[config.mk]
export PLATFORM = sky130hd
export DESIGN_NAME = ber_window_det
export DESIGN_NICKNAME = d
export VERILOG_FILES = /design/src/rtl/ber_pkg.sv /design/src/rtl/ber_cfg_regs.sv /design/src/rtl/ber_detector.sv /design/src/rtl/ber_irq.sv /design/src/rtl/ber_window_det.sv
export SDC_FILE = /design/constraint.sdc
export NUM_CORES = 1
export LEC_CHECK = 0
export ABC_AREA = 1
export BUFFER_PORTS_ARGS = -buffer_cell sky130_fd_sc_hd__buf_2
export CORE_UTILIZATION = 64
export DETAILED_ROUTE_END_ITERATION = 8
export GPL_TIMING_DRIVEN = 1
export HOLD_SLACK_MARGIN = 0.06
export PLACE_DENSITY_LB_ADDON = 0.15
export SYNTH_ARGS = -nofsm -noshare
export SYNTH_HDL_FRONTEND = slang
export SYNTH_SLANG_ARGS = --single-unit
export TNS_END_PERCENT = 10
[constraint.sdc]
create_clock -name clk -period 5.9 [get_ports clk]
set_input_delay 1.475 -clock clk [delete_from_list [all_inputs] [get_ports clk]]
set_output_delay 1.475 -clock clk [all_outputs]
set_load 0.02 [all_outputs]
[src/rtl/ber_pkg.sv]
`timescale 1ns/1ps
package ber_pkg;
  // field codes in the low two address bits of a detector's register group
  localparam logic [1:0] FLD_DENOM = 2'd0;
  localparam logic [1:0] FLD_WLEN  = 2'd1;
  localparam logic [1:0] FLD_THR   = 2'd2;
  localparam int         GRP_SPAN  = 4;
endpackage

[src/rtl/ber_cfg_regs.sv]
`timescale 1ns/1ps
module ber_cfg_regs
  import ber_pkg::*;
#(
  parameter int NUM_DET = 2,
  parameter int DEN_W   = 16,
  parameter int WL_W    = 8,
  parameter int THR_W   = 8,
  parameter int ADDR_W  = 4,
  parameter int DATA_W  = 16
) (
  input  logic                              clk,
  input  logic                              rst_n,
  input  logic                              cfg_we,
  input  logic [ADDR_W-1:0]                 cfg_addr,
  input  logic [DATA_W-1:0]                 cfg_wdata,
  output logic [NUM_DET-1:0][DEN_W-1:0]     denom,
  output logic [NUM_DET-1:0][WL_W-1:0]      wlen,
  output logic [NUM_DET-1:0][THR_W-1:0]     thr,
  output logic [NUM_DET-1:0]                irq_mask,
  output logic [NUM_DET-1:0]                restart
);
  localparam int SEL_W = ADDR_W - 2;
  localparam logic [ADDR_W-1:0] MASK_ADDR = ADDR_W'(NUM_DET * GRP_SPAN);

  logic [NUM_DET-1:0][DEN_W-1:0] denom_q, denom_d;
  logic [NUM_DET-1:0][WL_W-1:0]  wlen_q, wlen_d;
  logic [NUM_DET-1:0][THR_W-1:0] thr_q, thr_d;
  logic [NUM_DET-1:0]            mask_q, mask_d;

  always_comb begin
    denom_d = denom_q;
    wlen_d  = wlen_q;
    thr_d   = thr_q;
    mask_d  = mask_q;
    restart = '0;
    if (cfg_we) begin
      if (cfg_addr == MASK_ADDR) mask_d = cfg_wdata[NUM_DET-1:0];
      for (int i = 0; i < NUM_DET; i++) begin
        if (cfg_addr[ADDR_W-1:2] == SEL_W'(i)) begin
          case (cfg_addr[1:0])
            FLD_DENOM: begin denom_d[i] = cfg_wdata[DEN_W-1:0]; restart[i] = 1'b1; end
            FLD_WLEN:  begin wlen_d[i]  = cfg_wdata[WL_W-1:0];  restart[i] = 1'b1; end
            FLD_THR:   begin thr_d[i]   = cfg_wdata[THR_W-1:0]; restart[i] = 1'b1; end
            default:   ;
          endcase
        end
      end
    end
  end

  always_ff @(posedge clk or negedge rst_n) begin
    if (!rst_n) begin
      for (int i = 0; i < NUM_DET; i++) begin
        denom_q[i] <= '0;
        wlen_q[i]  <= WL_W'(1);
        thr_q[i]   <= '1;
      end
      mask_q <= '0;
    end else begin
      denom_q <= denom_d;
      wlen_q  <= wlen_d;
      thr_q   <= thr_d;
      mask_q  <= mask_d;
    end
  end

  assign denom    = denom_q;
  assign wlen     = wlen_q;
  assign thr      = thr_q;
  assign irq_mask = mask_q;

  for (genvar g = 0; g < NUM_DET; g++) begin : g_chk

    wlen_load_chk: assert property (@(posedge clk) disable iff (!rst_n)
      (cfg_we && cfg_addr == ADDR_W'(g * GRP_SPAN + 1)) |=> wlen_q[g] == $past(cfg_wdata[WL_W-1:0]))
      else $error("window length not loaded");
  end
endmodule

[src/rtl/ber_detector.sv]
`timescale 1ns/1ps
module ber_detector #(
  parameter int DEN_W = 16,
  parameter int WL_W  = 8,
  parameter int THR_W = 8,
  parameter int ERR_W = 8,
  parameter int ACC_W = 16
) (
  input  logic             clk,
  input  logic             rst_n,
  input  logic             restart,
  input  logic             frame_tick,
  input  logic [ERR_W-1:0] frame_errs,
  input  logic [DEN_W-1:0] denom,
  input  logic [WL_W-1:0]  wlen,
  input  logic [THR_W-1:0] thr,
  output logic             declared
);
  localparam int HIST_N = (1 << WL_W) - 1;

  logic [DEN_W-1:0]  fcnt_q, fcnt_d;
  logic [ACC_W-1:0]  acc_q, acc_d;
  logic [HIST_N-1:0] hist_q, hist_d;
  logic [WL_W-1:0]   cnt_q, cnt_d;
  logic              decl_q, decl_d;

  logic [WL_W-1:0]   wl_eff;
  logic [ACC_W:0]    acc_sum;
  logic [ACC_W-1:0]  acc_sat;
  logic              sub_end, flag, leaving;
  logic [WL_W-1:0]   cnt_nxt;

  always_comb begin
    wl_eff  = (wlen == '0) ? WL_W'(1) : wlen;
    acc_sum = {1'b0, acc_q} + (ACC_W+1)'(frame_errs);
    acc_sat = acc_sum[ACC_W] ? '1 : acc_sum[ACC_W-1:0];
    sub_end = frame_tick && (fcnt_q == denom);
    flag    = acc_sat >= ACC_W'(thr);
    leaving = hist_q[wl_eff - WL_W'(1)];
    cnt_nxt = cnt_q + WL_W'(flag) - WL_W'(leaving);

    fcnt_d = fcnt_q;
    acc_d  = acc_q;
    hist_d = hist_q;
    cnt_d  = cnt_q;
    decl_d = decl_q;
    if (restart) begin
      fcnt_d = '0;
      acc_d  = '0;
      hist_d = '0;
      cnt_d  = '0;
      decl_d = 1'b0;
    end else if (sub_end) begin
      fcnt_d = '0;
      acc_d  = '0;
      hist_d = {hist_q[HIST_N-2:0], flag};
      cnt_d  = cnt_nxt;
      if ({cnt_nxt, 1'b0} > {1'b0, wl_eff}) decl_d = 1'b1;
      else if (cnt_nxt == '0)               decl_d = 1'b0;
    end else if (frame_tick) begin
      fcnt_d = fcnt_q + DEN_W'(1);
      acc_d  = acc_sat;
    end
  end

  always_ff @(posedge clk or negedge rst_n) begin
    if (!rst_n) begin
      fcnt_q <= '0;
      acc_q  <= '0;
      hist_q <= '0;
      cnt_q  <= '0;
      decl_q <= 1'b0;
    end else begin
      fcnt_q <= fcnt_d;
      acc_q  <= acc_d;
      hist_q <= hist_d;
      cnt_q  <= cnt_d;
      decl_q <= decl_d;
    end
  end

  assign declared = decl_q;


  cnt_in_window_chk: assert property (@(posedge clk) disable iff (!rst_n)
    cnt_q <= wl_eff || $past(restart) || $past(wlen) != wlen)
    else $error("flag count exceeds window");

  acc_no_wrap_chk: assert property (@(posedge clk) disable iff (!rst_n)
    (frame_tick && !sub_end && !restart) |=> acc_q >= $past(acc_q))
    else $error("sum wrapped");

  restart_clears_chk: assert property (@(posedge clk) disable iff (!rst_n)
    restart |=> (!decl_q && acc_q == '0 && cnt_q == '0 && fcnt_q == '0))
    else $error("restart left state");

  decl_on_boundary_chk: assert property (@(posedge clk) disable iff (!rst_n)
    $rose(decl_q) |-> $past(sub_end))
    else $error("declared away from sub-interval end");
endmodule

[src/rtl/ber_irq.sv]
`timescale 1ns/1ps
module ber_irq #(
  parameter int NUM_DET = 2
) (
  input  logic               clk,
  input  logic               rst_n,
  input  logic [NUM_DET-1:0] declared,
  input  logic [NUM_DET-1:0] irq_mask,
  input  logic               stat_rd,
  output logic [NUM_DET-1:0] chg_flag,
  output logic               irq
);
  logic [NUM_DET-1:0] prev_q, latch_q, latch_d, edge_v;

  always_comb begin
    edge_v  = declared ^ prev_q;
    latch_d = (stat_rd ? '0 : latch_q) | edge_v;
  end

  always_ff @(posedge clk or negedge rst_n) begin
    if (!rst_n) begin
      prev_q  <= '0;
      latch_q <= '0;
    end else begin
      prev_q  <= declared;
      latch_q <= latch_d;
    end
  end

  assign chg_flag = latch_q;
  assign irq      = |(latch_q & irq_mask);


  chg_sets_latch_chk: assert property (@(posedge clk) disable iff (!rst_n)
    (declared != prev_q) |=> ((latch_q & $past(edge_v)) == $past(edge_v)))
    else $error("change not latched");

  rd_clears_chk: assert property (@(posedge clk) disable iff (!rst_n)
    (stat_rd && declared == prev_q) |=> latch_q == '0)
    else $error("read did not clear");
endmodule

[src/rtl/ber_window_det.sv]
`timescale 1ns/1ps
module ber_window_det #(
  parameter int NUM_DET = 2,
  parameter int DEN_W   = 16,
  parameter int WL_W    = 8,
  parameter int THR_W   = 8,
  parameter int ERR_W   = 8,
  parameter int ACC_W   = 16,
  parameter int ADDR_W  = 4,
  parameter int DATA_W  = 16
) (
  input  logic               clk,
  input  logic               rst_n,
  input  logic               frame_tick,
  input  logic [ERR_W-1:0]   frame_errs,
  input  logic               cfg_we,
  input  logic [ADDR_W-1:0]  cfg_addr,
  input  logic [DATA_W-1:0]  cfg_wdata,
  input  logic               stat_rd,
  output logic [NUM_DET-1:0] det_active,
  output logic [NUM_DET-1:0] chg_flag,
  output logic               irq
);
  logic [NUM_DET-1:0][DEN_W-1:0] denom;
  logic [NUM_DET-1:0][WL_W-1:0]  wlen;
  logic [NUM_DET-1:0][THR_W-1:0] thr;
  logic [NUM_DET-1:0]            irq_mask;
  logic [NUM_DET-1:0]            restart;

  ber_cfg_regs #(
    .NUM_DET(NUM_DET), .DEN_W(DEN_W), .WL_W(WL_W), .THR_W(THR_W),
    .ADDR_W(ADDR_W), .DATA_W(DATA_W)
  ) u_cfg (
    .clk(clk), .rst_n(rst_n), .cfg_we(cfg_we), .cfg_addr(cfg_addr),
    .cfg_wdata(cfg_wdata), .denom(denom), .wlen(wlen), .thr(thr),
    .irq_mask(irq_mask), .restart(restart)
  );

  for (genvar g = 0; g < NUM_DET; g++) begin : g_det
    ber_detector #(
      .DEN_W(DEN_W), .WL_W(WL_W), .THR_W(THR_W), .ERR_W(ERR_W), .ACC_W(ACC_W)
    ) u_det (
      .clk(clk), .rst_n(rst_n), .restart(restart[g]),
      .frame_tick(frame_tick), .frame_errs(frame_errs),
      .denom(denom[g]), .wlen(wlen[g]), .thr(thr[g]),
      .declared(det_active[g])
    );
  end

  ber_irq #(.NUM_DET(NUM_DET)) u_irq (
    .clk(clk), .rst_n(rst_n), .declared(det_active), .irq_mask(irq_mask),
    .stat_rd(stat_rd), .chg_flag(chg_flag), .irq(irq)
  );
endmodule

---- Yosys cells after proc, flatten, opt, wreduce, memory -nomap -nowiden ----
Index checks and enable logic that the tools add are counted.
word-level totals
  output and inout bits ................... 5
  register bits ........................... 662
  word-level logic and storage cells ...... 110
operators by class
  muxes and demuxes ....................... 41
  reduce and logical (&&, ||, !) cells .... 25
  $lt $le $gt $ge ......................... 6
  add/subtract/negate cells ............... 10
  bitwise gates (word level) .............. 3
  eq/ne operators ......................... 6
operator list
  cell                                                        count
  two-way mux 255 bit                                         4
  two-way mux 16 bit                                          14
  two-way mux 8 bit                                           6
  adder 16 x 8 -> 17 bit                                      2
  adder 16 x 1 -> 16 bit, second input constant               2
  == test 16 bit                                              2
  greater-or-equal comparator 16 x 8 -> 1 bit                 2
  zero test 8 bit                                             4
  > comparator 9 x 8 -> 1 bit                                 2
  less-than comparator 8 x 9 -> 1 bit, second input constant  2
  AND reduction 3 bit                                         6
  adder 8 x 1 -> 8 bit                                        2
  binary-select mux 1 bit (select 8 bit)                      2
  subtractor 8 x 1 -> 8 bit                                   2
  subtractor 8 x 1 -> 8 bit, second input constant            2
  two-way mux 1 bit                                           13
  nonzero test 3 bit                                          4
  AND reduction 2 bit                                         3
  == test 2 x 1 -> 1 bit, second input constant               2
  == test 4 bit, second input constant                        1
  zero test 2 bit                                             2
  two-way mux 2 bit                                           2
  nonzero test 2 bit                                          2
  OR reduction 3 bit                                          1
  6 further kinds                                             7

---- Longest topological paths before layout ----
Gate-level depths: netlist of run 1.
  depth in word-level cells ............... 11
  depth in mapped cells ................... 41

---- By module ----
From an unflattened synthesis of run 1, not the netlist that was laid out.
unflattened totals
  cells, all modules ...................... 4087
  area, all modules ....................... 33374.5 um2
modules (own cells, without submodules)
  module                         area an instance (um2)  cells each  times used
  ber_detector (g_det[0].u_det)  15229.6                 1884        1
  ber_detector (g_det[1].u_det)  15189.6                 1879        1
  ber_cfg_regs                   2792.7                  304         1
  ber_irq                        162.7                   20          1

---- Worst setup path before layout of run 1 ----
Ideal clock, no wire load.
  kind .................................... input to register
  start ................................... input frame_errs[0]
  end ..................................... register g_det[0].u_det.decl_q
  data arrival time ....................... 5819 ps
  stages .................................. 29
  required time ........................... 5770 ps
  setup slack ............................. -49 ps
  cells stage by stage .................... ha_1 > fa_1 > nand3_1 > nand2_1 > nand2_1 > nand2_1 > nand2_1 > nor2_1 > nand2_1 > inv_1 > buf_2 > nor2_1 > inv_1 > ha_1 > a21oi_1 > o21ai_0 > a21oi_1 > nand4_1 > ha_1 > fa_1 > a31oi_1 > xor2_1 > inv_1 > ha_1 > a21oi_1 > nor2_1 > o21a_1 > o221ai_1 > nand3_1
on the way
  cells in the longest elaborated chain, start to end .. 9
  elaborated cells between the ends (all ways) .. 12
ends and longest elaborated chain
  what                                             RTL line              text
  from (decl)                                      ber_window_det.sv:15  input logic [ERR_W-1:0] frame_errs,
  adder 16 x 8 -> 17 bit (*)                       ber_detector.sv:35    acc_sum = {1'b0, acc_q} + (ACC_W+1)'(frame_errs);
  two-way mux 16 bit (*)                           ber_detector.sv:36    acc_sat = acc_sum[ACC_W] ? '1 : acc_sum[ACC_W-1:0];
  greater-or-equal comparator 16 x 8 -> 1 bit (*)  ber_detector.sv:38    flag = acc_sat >= ACC_W'(thr);
  adder 8 x 1 -> 8 bit (*)                         ber_detector.sv:40    cnt_nxt = cnt_q + WL_W'(flag) - WL_W'(leaving);
  subtractor 8 x 1 -> 8 bit (*)                    ber_detector.sv:40
  > comparator 9 x 8 -> 1 bit                      ber_detector.sv:58    if ({cnt_nxt, 1'b0} > {1'b0, wl_eff}) decl_d = 1'b1;
  two-way mux 1 bit                                ber_detector.sv:58
  two-way mux 1 bit                                ber_detector.sv:53    end else if (sub_end) begin
  two-way mux 1 bit                                ber_detector.sv:47    if (restart) begin
  to (signal assigned)                             ber_detector.sv:78    decl_q <= decl_d;
  to (decl)                                        ber_detector.sv:25    logic decl_q, decl_d;
Mark *: on every way between the ends. The rest lies on a longest branch, timed or not. The select of a mux whose other input is x is not followed.
A chain may end at the register's enable or synchronous reset.

---- Worst setup path in the final report of run 1 ----
  start ................................... input frame_errs[0]
  end ..................................... register g_det[1].u_det.decl_q
on the way
  cells in the longest elaborated chain, start to end .. 9
  elaborated cells between the ends (all ways) .. 12
ends and longest elaborated chain
  what                                             RTL line
  adder 16 x 8 -> 17 bit (*)                       ber_detector.sv:35
  two-way mux 16 bit (*)                           ber_detector.sv:36
  greater-or-equal comparator 16 x 8 -> 1 bit (*)  ber_detector.sv:38
  adder 8 x 1 -> 8 bit (*)                         ber_detector.sv:40
  subtractor 8 x 1 -> 8 bit (*)                    ber_detector.sv:40
  > comparator 9 x 8 -> 1 bit                      ber_detector.sv:58
  two-way mux 1 bit                                ber_detector.sv:58
  two-way mux 1 bit                                ber_detector.sv:53
  two-way mux 1 bit                                ber_detector.sv:47
  to (signal assigned)                             ber_detector.sv:78
  to (decl)                                        ber_detector.sv:25
Marked as above.

==> results of run 1 <==
[cells by family after synthesis]
kind of cell,synth area share (%)
xor+xnor,1.21
compound gates,14.2
buf+inv,11.7
flops,50.1
fa+ha+maj,2.74
simple gates,20.1
[state kept, by name (all words and copies together), names as in the netlist]
signal,count
u_cfg.denom,32
u_irq.prev_q,2
g_det.u_det.cnt_q,16
u_cfg.wlen,16
g_det.u_det.declared,2
u_cfg.thr,16
g_det.u_det.acc_q,32
u_cfg.irq_mask,2
u_irq.chg_flag,2
g_det.u_det.fcnt_q,32
g_det.u_det.hist_q,510
[synthesized netlist by cell type, drive strengths merged (5+ instances only)]
| library cell | count |
|---|---|
| inv | 735 |
| ha | 66 |
| nor4 | 8 |
| nand3 | 685 |
| a31oi | 5 |
| nand2 | 594 |
| or2 | 19 |
| nand4 | 27 |
| a21oi | 63 |
| a22o | 5 |
| buf | 123 |
| dfrtp | 644 |
| xnor2 | 6 |
| o21ai | 130 |
| nor3 | 36 |
| clkbuf | 126 |
| o22ai | 528 |
| o21bai | 8 |
| dfstp | 18 |
| nor2 | 101 |
| xor2 | 37 |
| o211ai | 21 |
[worst reg2reg max path, delay by kind of cell, from the launching register on]
kind | cells | cell delay (ns)
compound gates | 6 | 0.93
simple gates | 12 | 1.26
flops | 1 | 0.47
buf+inv | 7 | 1.11
xor+xnor | 2 | 0.31
fa+ha+maj | 5 | 1.21
[worst paths after layout]
check / endpoint / from
max in group asynchronous: g_det[1].u_det.hist_q[173] / rst_n
worst min-delay path: u_cfg.thr[7] / u_cfg.thr[7]
worst max register to register: g_det[1].u_det.declared / u_cfg.wlen[10]
min in group asynchronous: g_det[0].u_det.hist_q[170] / rst_n
worst min register to register: u_cfg.thr[7] / u_cfg.thr[7]
worst max-delay path: g_det[1].u_det.declared / frame_errs[0]
[cell usage in the layout (no fill, tap or decap), drive strengths merged, types with 2 or more instances in the layout]
cell and count:
nor3 36, nor4 8, dfrtp 644, nand3 685, clkinv 8, xor2 37, inv 737, fa 4
dfstp 18, o211ai 21, a31oi 5, o21ai 130, clkinvlp 5, a22o 5, a221oi 3, and3 4
ha 66, bufinv 8, nand2 594, nor3b 4, buf 148, nor2 101, o21bai 8, o2111ai 3
o22ai 528, nand4 27, clkbuf 107, xnor2 6, or2 19, a21oi 63, o21a 2
[final cells by class]
type	count	area share [%]
Clock buffer	107	5.78
Sequential cell	662	45.1
Clock inverter	22	0.929
Tap cell	672	2.29
Timing Repair Buffer	148	3.44
Multi-Input combinational cell	2365	34.9
Inverter	736	7.53
[through the flow]
| stage | TNS, ns | total power [mW] |
|---|---|---|
| floorplan | -0.00506 | 8.75 |
| global placement | -0.684 | 10.6 |
| detailed placement | -1.10 | 10.7 |
| CTS | 0 | 15.4 |
| global route | -0.0807 | 16.6 |
| finish | 0 | 15.6 |
[power breakdown]
part	leakage, nW	internal, mW	switching (mW)	total (mW)
sequential	9.07	4.84	0.231	5.07
combinational	6.21	2.26	3.63	5.89
clock	1.20	2.85	1.83	4.68
total	16.5	9.95	5.69	15.6
[per-layer routing]
layer / wire length, um / part of all wire (%) / track usage [%]
met1: 34600 / 43 / 42.5
met2: 38800 / 48 / 51.2
met3: 4660 / 5.8 / 4.21
met4: 2440 / 3.0 / 10.8
met5: 0 / 0 / 0
[repair_timing]
item | 4_1_cts | 5_1_grt
endpoints found under the setup margin | 0 | 2
setup buffers | 0 | 2
hold buffers | 0 | 0
resized for setup | 0 | 31
==> results.ini, run 1 <==
[placed_design]
place_hpwl_um=46800
portBuffers=37
pre_cts_ws_ns=-0.565
gp_congestion=0.884
dp_cells=4581
place_area_sq_mm=0.0342

[clock_network]
cts-root-buf=clkbuf_16
htreeDepth=3
clock_latency_ns=0.61
cts_tree=yes
numCtsBuffers=70
cts_num_sinks=662
clockBufferDepth=3
path_clk_slew_ns=0.06

[sta]
layout_setup_ws_ns=0.248
hold_viol=0
fmax_ghz=0.177
setup_violations=0
layout_min_cycle_time_ns=5.65
slew_viol_final=0
fin_crit_sh_pct=95.8
fin_skew_ns=0.0138
hold_slack_ns=0.490
relSlewSlack_pct=15.8
worst_slew_pin_slew_ns=1.26

[synth]
mappedNetlistNets=4115
async_reset_ff_share_pct=100
synth_edf_count=0
synth_area_leaders=dfrtp_1 49%, nand3_1 10%, o22ai_1 10%, inv_1 8.2%, nand2_1 6.7%
syn_inst=4012
synth-main-ff-cell=dfrtp_1
synth_cell_type_count=47
seq_area_frac_synth_pct=50.1
yosysWarnings=0
synth.largest_area_cell=dfrtp_1
synth_top_area_share_pct=48.7
synthesis.area_sq_mm=0.0331
synth-seq-cells=662
synth_area_per_cell_sq_um=8.25

[layout]
seqCellArea_sq_mm=0.0166
fill_cells=3926
finalNetCount=4086
stdcell_count=4712
layout-drive-gt1-share_pct=8.79
final_util_pct=72.7
area_growth_syn_to_layout_pct=11.1
antenna_cells=0
multi_input_area_sq_mm=0.0128
finalInstanceArea_sq_mm=0.0368

[global_routing]
track_usage_pct=31.1
antenna_found_initial=0
grt_pass1_vias=27374
grt.overflow.total=0
grt_max_degree=263
grt_pass1_wl_um=135000

[critical_path]
crit_arrival_ns=6.14
rrSetupSlack_ns=0.49
crit_slowest_cell=fa_2
slowest_delay_ns=0.39
endpoint_kind=flip-flop
crit_fanout=4
cp_top_family=adder cells
reg2regPathDepth=32
crit_buf_inv=6
crit_cells=34
critical_path_class=input port to flip-flop
cp-start-kind=input port
crit_top_cell=nand2_1
crit_required_ns=6.39

[min_path]
hold_path.class=flip-flop to flip-flop
hold-path-cell-count=2

[power]
power_density_mw_per_mm2=425
p_leak_nw=16.5
peakVddDrop_mv=0.359

[floorplan]
die_h_um=229
coreArea_sq_mm=0.0506
initial_core_util_pct=65.4
ios=38
die_w_um=229
rows=82
dieArea_sq_mm=0.0526

[route]
viasPerCell=5.93
antenna_left=0
first_pass_iters=5
dr_total_vias=27961
post_drt_wl_per_cell_um=17.1
drc=0
wirelength_um=80500
detail_route.iter0.violations=2473

[status]
outcome=finished, final reports clean

[flow_run]
cap_violations=0

Power figures use the tool's default switching activity.
==> inputs of run 2 (changes only) <==
--- a/config.mk
+++ b/config.mk
@@ -12,6 +12,8 @@
 export GPL_TIMING_DRIVEN = 1
 export HOLD_SLACK_MARGIN = 0.06
 export PLACE_DENSITY_LB_ADDON = 0.15
+export RECOVER_POWER = 50
+export SKIP_LAST_GASP = 1
 export SYNTH_ARGS = -nofsm -noshare
 export SYNTH_HDL_FRONTEND = slang
 export SYNTH_SLANG_ARGS = --single-unit
==> results.ini, run 2 (synthesized netlist as in run 1, its figures left out) <==
[placed_design]
pre_cts_ws_ns=-0.565  ; unchanged
gp_congestion=0.884  ; unchanged
portBuffers=37  ; unchanged
place_area_sq_mm=0.0342  ; unchanged
place_hpwl_um=46800  ; unchanged

[flow_run]
cap_violations=1  ; +1

[clock_network]
path_clk_slew_ns=0.06  ; about the same
clockBufferDepth=3  ; unchanged
cts_hold_buf=0  ; unchanged
htreeDepth=3  ; unchanged
clock_latency_ns=0.61  ; about the same
cts_tree=yes
cts_num_sinks=662  ; unchanged
cts-root-buf=clkbuf_16
numCtsBuffers=70  ; unchanged

[min_path]
hp-start=u_cfg.thr[7]
hold_path.class=flip-flop to flip-flop

[critical_path]
crit_slowest_cell=fa_2
endpoint=g_det[1].u_det.declared
reg2reg_from=u_cfg.wlen[10]
crit_fanout=4  ; unchanged
endpoint_kind=flip-flop
crit_required_ns=6.39  ; about the same
slowest_delay_ns=0.39  ; about the same
r2r-end=g_det[1].u_det.declared
rrSetupSlack_ns=0.49  ; about the same
cp-startpoint=frame_errs[0]
crit_top_cell=nand2_1
cp-start-kind=input port
reg2regPathDepth=32  ; unchanged
critical_path_class=input port to flip-flop
crit_arrival_ns=6.16  ; +0.02 ns

[layout]
layout-drive-gt1-share_pct=8.71  ; -0.074 points
antenna_cells=0  ; unchanged
largest_reg_flops=510  ; unchanged
finalNetCount=4086  ; unchanged
area_growth_syn_to_layout_pct=11.0  ; about the same
most-common-layout-cells=725 x inv_1, 683 x nand3_1, 644 x dfrtp_1, 584 x nand2_1, 528 x o22ai_1
mostFrequentLayoutCell=inv_1
finalInstanceArea_sq_mm=0.0368  ; about the same
largest_register=g_det.u_det.hist_q

[sta]
slew_viol_final=76  ; +76
fin_skew_ns=0.0136  ; -0.000179 ns
layout_setup_ws_ns=0.229  ; -0.0190 ns
setup_violations=0  ; unchanged
fin_crit_sh_pct=96.1  ; +0.32 points
layout_min_cycle_time_ns=5.67  ; +0.0190 ns
worst_slew_pin_slew_ns=4.45  ; +3.19 ns
hold_viol=0  ; unchanged
hold_slack_ns=0.490  ; -0.000163 ns
fmax_ghz=0.176  ; -0.33%
grt_setup_unrepaired=yes
relSlewSlack_pct=-197  ; -210 points

[floorplan]
rows=82  ; unchanged
initial_core_util_pct=65.4  ; unchanged
dieArea_sq_mm=0.0526  ; unchanged
die_h_um=229  ; unchanged
die_w_um=229  ; unchanged
ios=38  ; unchanged
coreArea_sq_mm=0.0506  ; unchanged

[route]
detail_route.iter0.violations=2473  ; unchanged
post_drt_wl_per_cell_um=17.1  ; about the same
first_pass_iters=6  ; +1
drc=0  ; unchanged
dr_total_vias=27932  ; -0.10%
antenna_left=0  ; unchanged
wirelength_um=80400  ; about the same
viasPerCell=5.93  ; -0.10%

[global_routing]
grt_pass1_vias=27374  ; unchanged
grt.overflow.total=0  ; unchanged
grt_max_degree=263  ; unchanged
track_usage_pct=31.1  ; unchanged
antenna_found_initial=0  ; unchanged
grt_pass1_wl_um=135000  ; unchanged

[status]
failed_checks=max-capacitance violations, max-slew violations
outcome=complete, but fails checks

[power]
p_leak_nw=16.5  ; about the same
peakVddDrop_mv=0.360  ; +0.11%
power_density_mw_per_mm2=426  ; about the same

run 2: cell types whose count changed in the layout (fill, tap and decap cells not counted), sizes merged:
cell	change
buf	-2
clkbuf	+2
run 2: metal layers:
layer | track usage (%) | wire length (um) | up-vias
met3 | 4.21 | 4660 | 185
met4 | 10.8 | 2410 | 0
met1 | 42.5 | 34500 | 13443
met2 | 51.2 | 38900 | 883
met5 | 0 | 0 | -
li1 | - | - | 13421
run 2: through the flow:
| step | cells | total power [mW] | util [%] | setup TNS (ns) |
|---|---|---|---|---|
| 2_1_floorplan | 4012 | 8.75 | - | -0.00506 |
| 3_3_place_gp | 4581 | 10.6 | 67.5 | -0.684 |
| 3_5_place_dp | 4581 | 10.7 | 67.5 | -1.10 |
| 4_1_cts | 4710 | 15.4 | 72.4 | 0 |
| 5_1_grt | 4712 | 16.6 | 72.7 | -0.109 |
| 6_report | 4712 | 15.6 | 72.7 | 0 |
run 2: worst max-delay path, delay by kind of cell:
| family | cells | cell delay [ns] |
|---|---|---|
| compound gates | 9 | 1.26 |
| xor+xnor | 1 | 0.17 |
| simple gates | 12 | 0.98 |
| fa+ha+maj | 6 | 1.82 |
| buf+inv | 6 | 0.45 |
run 2: area by class of cell:
class	count	area [sq um]
Clock buffer	107	2130
Clock inverter	22	342
Fill cell	3932	13800
Inverter	736	2770
Multi-Input combinational cell	2365	12800
Sequential cell	662	16600
Tap cell	672	841
Timing Repair Buffer	148	1240
run 2: worst min-delay path by stage:
stage	to	slack, ns	cells past startpoint
floorplan	u_irq.prev_q[0]	0.41	0
global placement	u_cfg.denom[5]	0.47	2
detailed placement	u_cfg.denom[5]	0.48	2
CTS	u_cfg.denom[5]	0.49	2
global route	u_cfg.thr[13]	0.50	2
finish	u_cfg.thr[7]	0.49	2
run 2: timing repair:
action	4_1_cts	5_1_grt
setup buffers	0	2
endpoints found under the setup margin	0	2
resized for setup	0	30
run 2: power by group:
part	switching, mW	internal, mW
clock network	1.83	2.85
logic	3.63	2.26
registers	0.231	4.84
total	5.69	9.95
